### config.mk
export PLATFORM = sky130hd
export DESIGN_NAME = stored_prog_cpu
export DESIGN_NICKNAME = d
export VERILOG_FILES = /design/src/rtl/stored_prog_cpu.sv
export SDC_FILE = /design/constraint.sdc
export NUM_CORES = 1
export LEC_CHECK = 0
export BUFFER_PORTS_ARGS = -buffer_cell sky130_fd_sc_hd__buf_2
export CAP_MARGIN = 20
export CELL_PAD_IN_SITES_DETAIL_PLACEMENT = 0
export CELL_PAD_IN_SITES_GLOBAL_PLACEMENT = 1
export CORE_AREA = 2 2 112 114
export CTS_CLUSTER_SIZE = 25
export DETAILED_ROUTE_END_ITERATION = 7
export DIE_AREA = 0 0 114 116
export GPL_ROUTABILITY_DRIVEN = 0
export PLACE_DENSITY_LB_ADDON = 0.1
export RECOVER_POWER = 25
export SETUP_SLACK_MARGIN = 0.4
export SYNTH_ARGS = -nofsm -noshare
export SYNTH_HDL_FRONTEND = slang
export SYNTH_SLANG_ARGS = --single-unit
### constraint.sdc
create_clock -name clk -period 3.1 [get_ports clk]
set_clock_uncertainty 0.2 [all_clocks]
set_input_delay 0.31 -clock clk [delete_from_list [all_inputs] [get_ports clk]]
set_output_delay 0.31 -clock clk [all_outputs]
set_load 0.02 [all_outputs]
### src/rtl/stored_prog_cpu.sv
module stored_prog_cpu #(
  parameter int AW = 8,
  parameter int DW = 8
) (
  input  logic          clk,
  input  logic          rst,
  output logic [AW-1:0] mem_addr,
  output logic [15:0]   mem_wdata,
  output logic          mem_we,
  input  logic [15:0]   mem_rdata,
  output logic          halt
);
  localparam int IW   = 16;
  localparam int NREG = 4;

  typedef enum logic [2:0] {S_FETCH, S_FCAP, S_EXEC, S_LCAP, S_HALT} st_t;

  localparam logic [3:0] OP_LD  = 4'd1, OP_LDI = 4'd2, OP_ST  = 4'd3,
                         OP_ADD = 4'd4, OP_AND = 4'd5, OP_OR  = 4'd6,
                         OP_XOR = 4'd7, OP_ROR = 4'd8, OP_CMP = 4'd9,
                         OP_JMP = 4'd10, OP_BR = 4'd11, OP_HLT = 4'd15;

  st_t            state;
  logic [AW-1:0]  pc;
  logic [IW-1:0]  ir;
  logic [DW-1:0]  rf [NREG];

  logic [3:0]     op;
  logic [1:0]     fa, fb, fc;
  logic [DW-1:0]  va, vb, vc, alu;
  logic [2*DW-1:0] rot;
  logic           a_gt_b;

  assign op     = ir[15:12];
  assign fa     = ir[11:10];
  assign fb     = ir[9:8];
  assign fc     = ir[7:6];
  assign va     = rf[fa];
  assign vb     = rf[fb];
  assign vc     = rf[fc];
  assign a_gt_b = va > vb;
  assign rot    = {vb, vb} >> ir[2:0];

  always_comb begin
    case (op)
      OP_ADD:  alu = vb + vc;
      OP_AND:  alu = vb & vc;
      OP_OR:   alu = vb | vc;
      OP_XOR:  alu = vb ^ vc;
      default: alu = rot[DW-1:0];
    endcase
  end

  assign mem_we    = (state == S_EXEC) && (op == OP_ST);
  assign mem_addr  = ((state == S_EXEC) && (op == OP_LD || op == OP_ST)) ? ir[AW-1:0] : pc;
  assign mem_wdata = {{(IW-DW){1'b0}}, va};
  assign halt      = (state == S_HALT);

  always_ff @(posedge clk) begin
    if (rst) begin
      state <= S_FETCH;
      pc    <= '0;
      ir    <= '0;
      for (int i = 0; i < NREG; i++) rf[i] <= '0;
    end else begin
      case (state)
        S_FETCH: state <= S_FCAP;
        S_FCAP: begin
          ir    <= mem_rdata;
          pc    <= pc + 1'b1;
          state <= S_EXEC;
        end
        S_EXEC: begin
          state <= S_FETCH;
          case (op)
            OP_LD:  state <= S_LCAP;
            OP_LDI: rf[fa] <= ir[DW-1:0];
            OP_ADD, OP_AND, OP_OR, OP_XOR, OP_ROR: rf[fa] <= alu;
            OP_CMP: if (a_gt_b) rf[0] <= '0;
            OP_JMP: if (rf[0] == '0) pc <= va[AW-1:0];
            OP_BR:  if (a_gt_b) pc <= ir[AW-1:0];
            OP_HLT: state <= S_HALT;
            default: ;
          endcase
        end
        S_LCAP: begin
          rf[fa] <= mem_rdata[DW-1:0];
          state  <= S_FETCH;
        end
        default: state <= S_HALT;
      endcase
    end
  end

  assert_reset_clear_R1: assert property (@(posedge clk)
    rst |=> (pc == '0 && state == S_FETCH && !halt));

  assert_pc_step_R2: assert property (@(posedge clk) disable iff (rst)
    (state == S_FCAP) |=> (pc == $past(pc) + 1'b1 && state == S_EXEC));

  assert_store_single_R4: assert property (@(posedge clk) disable iff (rst)
    mem_we |=> !mem_we);

  assert_cmp_keep_R8: assert property (@(posedge clk) disable iff (rst)
    (state == S_EXEC && op == OP_CMP && !a_gt_b) |=> rf[0] == $past(rf[0]));

  assert_halt_sticky_R11: assert property (@(posedge clk) disable iff (rst)
    halt |=> (halt && !mem_we && $stable(pc)));
endmodule

==> results.py, run 1 <==
metrics = {
    "outcome": {
        "outcome": "finished, violations left",
        "violations": "negative hold slack",
    },
    "worst_setup_path": {
        "crit_family": "compound AO/OA/AOI/OAI gates",
        "path_cells": "mux4_2 -> ha_4 -> fa_2 -> a21o_1 -> a221oi_2 -> xnor2_1 -> a22oi_1 -> o221a_2 -> nor2_1",
        "crit_fanout": 4,
        "slowest_stage": "mux4_2",
        "end_kind": "flip-flop",
        "worst-path-buf-inv": 0,
        "critPathKind": "flip-flop to flip-flop",
        "path_depth": 9,
        "required_ns": 2.99,
        "rrSetupSlack_ns": 0.01,
        "crit_arrival_ns": 2.98,
        "max_stage_delay_ns": 0.54,
        "cp-start-kind": "flip-flop",
        "rr_worst_depth": 9,
    },
    "die": {
        "initial_core_util_pct": 41.4,
        "die_area_um2": 13200,
        "core_area_um2": 11900,
        "rows": 40,
        "die-width_um": 114,
        "fp.dieH_um": 116,
        "io_pins": 44,
    },
    "logic_synthesis": {
        "ys_seq_area_share_pct": 32.9,
        "synth_edf_count": 32,
        "yosys_warnings": 0,
        "ys_seq_elements": 65,
        "post_synth.cell_area_avg_um2": 9.32,
        "yosys_most_used_dff": "dfxtp_1",
        "syn-cell-area_um2": 4930,
        "async_reset_ff_share_pct": 0,
        "netlist-cell-type-count": 71,
        "synth_cells": 529,
    },
    "sta": {
        "whs_ns": -0.00235,
        "slew-limit-headroom_pct": 45.1,
        "max_freq_mhz": 324,
        "finalSetupTns_ns": 0,
        "drv_slew": 0,
        "worst_pin_slew_ns": 0.824,
        "setup_viol": 0,
        "hold_viol": 1,
        "rsz0062_at_grt": "yes",
        "min_period_over_period_pct": 99.6,
        "final.min_clock_period_ns": 3.09,
    },
    "final_layout": {
        "final_cell_count_no_fill": 778,
        "final_nets": 670,
        "syn_to_final_growth_pct": 33.4,
        "finish.instance_area_um2": 6580,
        "n_antenna_cell": 0,
        "final_common_cell": "nand2_1",
        "fillers": 1103,
        "utilization_pct": 55.2,
        "layout-drive-gt1-share_pct": 40.7,
        "layout_common_cells": "nand2_1, buf_4, buf_2",
    },
    "route": {
        "drt-total-wl_um": 16400,
        "vias": 4584,
        "antenna_left": 0,
        "viasPerCell": 5.89,
        "drt_iter0_drc": 275,
        "first_pass_iters": 4,
        "drcViolationCount": 0,
        "wire_per_inst_um": 21.1,
    },
    "worst_hold_path": {
        "hold_class": "primary input to flip-flop",
        "whs_path_depth": 3,
    },
    "clocking": {
        "numCtsBuffers": 9,
        "h-tree-depth": 3,
        "cts.clk_slew.worst_paths_ns": 0.06,
        "clk_latency_ns": 0.34,
        "clock_sinks": 65,
        "clk_path_buf_depth": 2,
        "root_buffer": "clkbuf_16",
        "cts_tree": "built",
    },
    "global_route": {
        "grt_pass1_wl_um": 25200,
        "grt_use_total_pct": 25.4,
        "antenna_found_initial": 0,
        "grt_max_degree": 37,
        "grt_overflow_total": 0,
        "grt_pass1_vias": 4427,
    },
    "pwr": {
        "ir_drop_uv": 334,
        "p_leak_nw": 2.50,
        "p_total_mw": 2.89,
        "p_per_area_nw_per_um2": 439,
    },
    "placed_design": {
        "dp.cells": 730,
        "placed_area_um2": 5700,
        "port_buffers": 35,
        "dp_hpwl_um": 12400,
    },
    "job": {
        "drv_cap": 0,
    },
}
-- Yosys cell counts (all sizes together), types with 3 or more instances --
cell type,instances,area share (%)
a21o,6,0.91
a21oi,41,4.2
a221oi,3,0.89
a31oi,4,0.51
buf,15,1.9
clkbuf,24,1.8
dfxtp,33,13
edfxtp,32,19
ha,25,6.3
inv,28,2.1
mux2,11,2.5
mux2i,21,4.3
mux4,26,12
nand2,77,5.9
nand2b,13,1.6
nand3,8,0.81
nand4,8,1.0
nor2,38,2.9
nor3,13,1.3
nor3b,3,0.46
nor4,3,0.38
nor4b,6,1.1
o211ai,7,1.1
o21ai,16,1.7
o221ai,3,0.53
o32ai,6,1.1
or2,7,0.89
-- worst min-delay path, stage by stage --
cell and delay [ns]:
buf_2 0.09, nand2_1 0.05, a21oi_1 0.05
-- final cells by class --
| type | count | area, um2 | share of cell area [%] |
|---|---|---|---|
| inverter | 29 | 111 | 1.69 |
| clock buffer | 11 | 233 | 3.54 |
| sequential | 65 | 1630 | 24.8 |
| timing repair buffer | 118 | 873 | 13.3 |
| multi-input combinational | 403 | 3490 | 53.0 |
| tap | 147 | 184 | 2.80 |
| clock inverter | 5 | 56.3 | 0.856 |
-- power by group --
part	internal [mW]	leakage (nW)	switching, mW
Clock	0.621	0.139	0.394
Sequential	0.945	0.602	0.0639
Combinational	0.397	1.75	0.466
Total	1.96	2.50	0.924
-- cell families (layout without fill, tap and decap cells) --
group	Yosys count	count (layout)	share of synthesized area (%)
mux	58	58	18.7
other cells	1	8	0.0760
fa+ha+maj	26	26	6.75
compound gates	118	118	16.6
xor+xnor	3	3	0.533
buf+inv	68	163	5.96
flops	65	65	32.9
simple gates	190	190	18.5
-- path summary, 6_finish.rpt --
check                           endpoint           from
worst min register to register     ir[9]          ir[9]
worst max-delay path            rf[1][6]       rf[0][0]
worst max register to register  rf[1][6]       rf[0][0]
worst min-delay path              ir[15]  mem_rdata[15]
-- sequential cells by signal, indices dropped and copies added (netlist names), named ones only --
signal / cells
rf: 32
pc: 8
ir: 16
state: 3
-- through the flow --
stage,setup slack (ns),hold WS (ns)
after global routing,-0.0822,0.0238
after detailed placement,-0.0223,0.251
after global placement,0.0432,0.248
final,0.0137,-0.00235
after CTS,0.0472,0.00332
after floorplan,0.0970,0.228
-- per-layer routing --
metal  GRT usage [%]  share of wire (%)  wire, um
met1            32.8                 43      7100
met2            40.6                 47      7740
met3            4.03                5.1       838
met4            14.7                4.7       767
met5               0                  0         0
-- repair_timing --
item                       CTS  global route
pin swaps                   37            29
hold buffers                 2             0
resized for setup           41            44
gates cloned                 0             0
hold endpoints to repair     2             0
setup buffers               23             7
setup endpoints to repair   61            68
No activity file was read; power rests on OpenSTA's default activity.
==> run 2: changes to the inputs <==
CORE_AREA = 2 2 130 132   (was 2 2 112 114)
DIE_AREA = 0 0 132 134   (was 0 0 114 116)
clock period = 3.6 ns   (was 3.1 ns; I/O delays follow)
==> run 2 against run 1 <==
The flow now finishes without violations. Clock power shrank 5%. Wire length grew 2.1%. Non-clock buffer count shrank 38. Cell count grew 4.5%. First-iteration DRC count shrank 7.3%. Count of clock-buffer cells in the layout shrank 1. Power shrank 16%. Cell area shrank 9.2%. Critical path depth is the same.
==> results.py, run 2 (synthesis gave the netlist of run 1 again) <==
metrics = {
    "outcome": {
        "outcome": "completed",
    },
    "sta": {
        "worst_pin_slew_ns": 0.849,
        "finalSetupTns_ns": 0,
        "final.min_clock_period_ns": 3.16,
        "drv_slew": 0,
        "setup_viol": 0,
        "hold_viol": 0,
        "rsz0062_at_grt": "yes",
        "max_freq_mhz": 317,
        "slew-limit-headroom_pct": 43.2,
        "min_period_over_period_pct": 87.7,
    },
    "global_route": {
        "antenna_found_initial": 0,
        "grt_max_degree": 37,
        "grt_pass1_vias": 4241,
        "grt_pass1_wl_um": 26000,
        "grt_overflow_total": 0,
        "grt_use_total_pct": 19.5,
    },
    "pwr": {
        "p_per_area_nw_per_um2": 408,
        "ir_drop_uv": 430,
        "p_leak_nw": 2.27,
    },
    "worst_setup_path": {
        "cp-start-kind": "flip-flop",
        "crit_arrival_ns": 3.12,
        "critical_path.startpoint": "rf[0][0]",
        "rrSetupSlack_ns": 0.44,
        "crit_fanout": 4,
        "critPathKind": "flip-flop to flip-flop",
        "r2r_start": "rf[0][0]",
        "crit_path_end": "rf[0][4]",
        "rr_worst_depth": 9,
        "r2r-end": "rf[0][4]",
        "required_ns": 3.57,
        "end_kind": "flip-flop",
    },
    "clocking": {
        "root_buffer": "clkbuf_16",
        "cts.clk_slew.worst_paths_ns": 0.06,
        "h-tree-depth": 3,
        "cts_tree": "built",
        "clk_latency_ns": 0.35,
        "clk_path_buf_depth": 2,
        "clock_sinks": 65,
        "numCtsBuffers": 9,
    },
    "die": {
        "fp.dieH_um": 134,
        "io_pins": 44,
        "rows": 47,
        "die_area_um2": 17700,
        "core_area_um2": 16300,
        "initial_core_util_pct": 30.3,
        "die-width_um": 132,
    },
    "route": {
        "drcViolationCount": 0,
        "drt_iter0_drc": 255,
        "antenna_left": 0,
        "first_pass_iters": 5,
        "wire_per_inst_um": 20.7,
        "vias": 4362,
        "drt-total-wl_um": 16800,
        "viasPerCell": 5.37,
    },
    "placed_design": {
        "dp.cells": 780,
        "port_buffers": 35,
        "dp_hpwl_um": 13300,
    },
    "final_layout": {
        "final_cell_count_no_fill": 813,
        "final_nets": 632,
        "top_register": "rf",
        "layout-drive-gt1-share_pct": 27.7,
        "ff_latch_area_um2": 1630,
        "final_common_cell": "nand2_1",
        "n_antenna_cell": 0,
        "top_regs": "rf x32, ir x16, pc x8",
        "syn_to_final_growth_pct": 21.1,
        "fillers": 1673,
        "multiInputGateArea_um2": 3120,
        "layout_common_cells": "nand2_1, buf_4, a21oi_1",
        "largest_register_ffs": 32,
    },
    "job": {
        "drv_cap": 0,
    },
    "worst_hold_path": {
        "hold_class": "primary input to flip-flop",
    },
}
[run 2: report_power, final]
group | internal (mW) | total, mW | switching [mW]
combinational | 0.256 | 0.614 | 0.358
clock | 0.608 | 0.957 | 0.348
sequential | 0.813 | 0.866 | 0.0530
total | 1.68 | 2.44 | 0.759
[run 2: worst min path at each step]
| stage | depth (start not counted) | slack (ns) | end | startpoint |
|---|---|---|---|---|
| 2_1_floorplan | 2 | 0.24 | flip-flop | ir[8] |
| 3_3_place_gp | 2 | 0.27 | ir[9] | ir[9] |
| 6_report | 3 | 0.05 | ir[14] | mem_rdata[14] |
| 4_1_cts | 3 | 0.04 | ir[14] | mem_rdata[14] |
| 5_1_grt | 3 | 0.06 | ir[15] | mem_rdata[15] |
| 3_5_place_dp | 2 | 0.28 | ir[9] | ir[9] |
[run 2: per-layer routing]
| metal | global-route usage, % | vias up | routed length, um |
|---|---|---|---|
| li1 | - | 2076 | - |
| met1 | 25.9 | 2146 | 7640 |
| met4 | 5.68 | 0 | 268 |
| met5 | 0 | - | 0 |
| met2 | 32.3 | 123 | 8080 |
| met3 | 4.01 | 17 | 806 |
[run 2: cell type report]
class	instances	area share, %
clock inverter	6	1.51
timing repair buffer	80	8.68
clock buffer	10	3.84
tap	220	4.61
inverter	29	1.82
multi-input combinational	403	52.2
sequential	65	27.3
[run 2: what timing repair did]
action,in CTS,in global routing
setup buffers,10,7
gates resized for setup,8,15
hold buffers,0,0
endpoints found under the setup margin,31,32
pin swaps,1,7
gates cloned,0,0
[run 2: worst max-delay path: stages (launching register included)]
cell and delay, ns:
edfxtp_1 0.44, mux4_2 0.54, ha_4 0.19, fa_2 0.35, a21o_1 0.20, a21oi_1 0.21, xnor2_1 0.15, a21oi_1 0.11
o31a_1 0.35, nor4b_2 0.25
[run 2: per-stage QoR]
step / hold WS, ns / setup slack, ns / utilization [%] / instance area [um2] / power (mW)
finish: 0.0488 / 0.444 / 36.6 / 5970 / 2.44
global route: 0.0582 / 0.297 / 36.6 / 5970 / 2.56
CTS: 0.0419 / 0.381 / 36.0 / 5860 / 2.43
detailed placement: 0.281 / 0.218 / 33.4 / 5440 / 1.45
global placement: 0.269 / 0.225 / 33.4 / 5440 / 1.44
floorplan: 0.236 / 0.404 / - / 4960 / 1.26
==> run 3: changes to the inputs <==
HOLD_SLACK_MARGIN = 0.08   (was default)
RECOVER_POWER = 100   (was 25)
==> run 3 against run 2 <==
Setup slack got worse by 0.11 ns. Core utilization decreased by 0.10 points. Highest routed layer unchanged. Sequential share of layout area increased by 0.075 points. Fmax decreased by 3.5%. Hold slack improved by 0.028 ns. Count of clock-buffer cells in the layout unchanged. Critical path depth unchanged. Clock power increased by 0.4%.
==> results.py, run 3 (synthesis gave the netlist of run 1 again) <==
metrics = {
    "outcome": {
        "outcome": "completed",
    },
    "final_layout": {
        "multiInputGateArea_um2": 3070,
        "n_antenna_cell": 0,
        "layout-drive-gt1-share_pct": 22.6,
        "largest_register_ffs": 32,
        "top_regs": "rf x32, ir x16, pc x8",
        "ff_latch_area_um2": 1630,
        "fillers": 1684,
        "syn_to_final_growth_pct": 20.7,
        "top_register": "rf",
        "layout_common_cells": "nand2_1, a21oi_1, nor2_1",
        "final_common_cell": "nand2_1",
        "final_nets": 640,
    },
    "die": {
        "fp.dieH_um": 134,
        "die-width_um": 132,
        "rows": 47,
        "initial_core_util_pct": 30.3,
        "die_area_um2": 17700,
        "io_pins": 44,
        "core_area_um2": 16300,
    },
    "worst_setup_path": {
        "critPathKind": "flip-flop to flip-flop",
        "end_kind": "flip-flop",
        "crit_fanout": 6,
        "required_ns": 3.48,
        "crit_arrival_ns": 3.15,
        "cp-start-kind": "flip-flop",
    },
    "clocking": {
        "numCtsBuffers": 9,
        "cts.clk_slew.worst_paths_ns": 0.06,
        "root_buffer": "clkbuf_16",
        "clock_sinks": 65,
        "clk_latency_ns": 0.35,
        "cts_tree": "built",
        "h-tree-depth": 3,
        "clk_path_buf_depth": 2,
    },
    "route": {
        "first_pass_iters": 5,
        "drcViolationCount": 0,
        "wire_per_inst_um": 20.7,
        "drt_iter0_drc": 241,
        "antenna_left": 0,
        "drt-total-wl_um": 17000,
        "viasPerCell": 5.37,
        "vias": 4410,
    },
    "sta": {
        "worst_pin_slew_ns": 0.844,
        "setup_viol": 0,
        "drv_slew": 0,
        "hold_viol": 0,
        "final.min_clock_period_ns": 3.27,
        "finalSetupTns_ns": 0,
        "slew-limit-headroom_pct": 43.5,
        "setup_slack_ns": 0.331,
        "max_freq_mhz": 306,
        "rsz0062_at_grt": "yes",
        "min_period_over_period_pct": 90.8,
    },
    "job": {
        "drv_cap": 0,
    },
    "pwr": {
        "combPwrFrac_pct": 24.9,
        "p_clk_share_pct": 39.5,
        "p_per_area_nw_per_um2": 409,
        "ir_drop_uv": 429,
        "switching_power_uw": 761,
        "p_int_mw": 1.67,
        "p_leak_nw": 2.22,
        "p_sw_share_pct": 31.3,
        "seqPwrFrac_pct": 35.6,
    },
    "global_route": {
        "grt_overflow_total": 0,
        "grt_pass1_vias": 4277,
        "grt_pass1_wl_um": 26100,
        "grt_use_total_pct": 19.6,
        "antenna_found_initial": 0,
        "grt_max_degree": 37,
    },
    "placed_design": {
        "dp_hpwl_um": 13300,
        "port_buffers": 35,
        "pre_cts_slack_ns": 0.218,
    },
    "worst_hold_path": {
        "hold_class": "primary input to flip-flop",
    },
}
==> run 3: changes by cell type in the layout (fill, tap and decap cells not counted), sizes merged <==
cell | before | now
dlygate4sd3 | 0 | 8
buf | 77 | 56
clkbuf | 13 | 34
==> run 3: worst paths after layout <==
path                start   endpoint  slack [ns]  cells past startpoint
min reg2reg         ir[9]  flip-flop        0.28                      2
max              rf[0][4]   rf[2][7]        0.33                      9
max reg2reg      rf[0][4]   rf[2][7]        0.33                      9
min          mem_rdata[4]      ir[4]        0.08                      3
==> run 3: metal layers <==
metal	vias up	global-route usage, %	routed length (um)
li1	2091	-	-
met1	2159	25.9	7770
met2	139	32.5	8120
met3	21	4.01	811
met4	0	5.68	284
met5	-	0	0
==> run 3: cell type report <==
| class | instances | share of cell area (%) |
|---|---|---|
| multi-input combinational | 403 | 51.5 |
| sequential | 65 | 27.4 |
| timing repair buffer | 88 | 9.27 |
| tap | 220 | 4.62 |
| clock buffer | 10 | 3.85 |
| inverter | 29 | 1.83 |
| clock inverter | 6 | 1.51 |
==> run 3: stage by stage <==
| step | total power [mW] | cell area (um2) | hold slack [ns] | std cells | util [%] |
|---|---|---|---|---|---|
| 2_1_floorplan | 1.26 | 4960 | 0.236 | 536 | - |
| 3_3_place_gp | 1.44 | 5440 | 0.269 | 780 | 33.4 |
| 3_5_place_dp | 1.45 | 5440 | 0.281 | 780 | 33.4 |
| 4_1_cts | 2.44 | 5940 | 0.0802 | 814 | 36.5 |
| 5_1_grt | 2.55 | 5950 | 0.0823 | 821 | 36.5 |
| 6_report | 2.43 | 5950 | 0.0767 | 821 | 36.5 |
==> run 3: what timing repair did <==
| action | 4_1_cts | 5_1_grt |
|---|---|---|
| endpoints found under the hold margin | 9 | 0 |
| hold buffers | 8 | 0 |
| endpoints found under the setup margin | 31 | 32 |
| pin swaps | 1 | 7 |
| gates resized for setup | 8 | 15 |
| setup buffers | 10 | 7 |
==> run 3: power groups by stage <==
stage	Sequential, mW	Combinational [mW]	Clock, mW
5_1_grt	0.873	0.659	1.02
3_3_place_gp	0.881	0.563	0
4_1_cts	0.866	0.598	0.977
3_5_place_dp	0.881	0.565	0
6_report	0.866	0.607	0.961
2_1_floorplan	0.849	0.408	0
==> run 3: worst max-delay path, cell delays in order (launching register included) <==
cell      delay [ns]
edfxtp_1        0.43
mux4_2          0.50
inv_1           0.12
ha_1            0.31
a21o_1          0.24
a31oi_1         0.34
a2111o_1        0.21
o211ai_1        0.10
a31oi_1         0.46
nor2_1          0.10
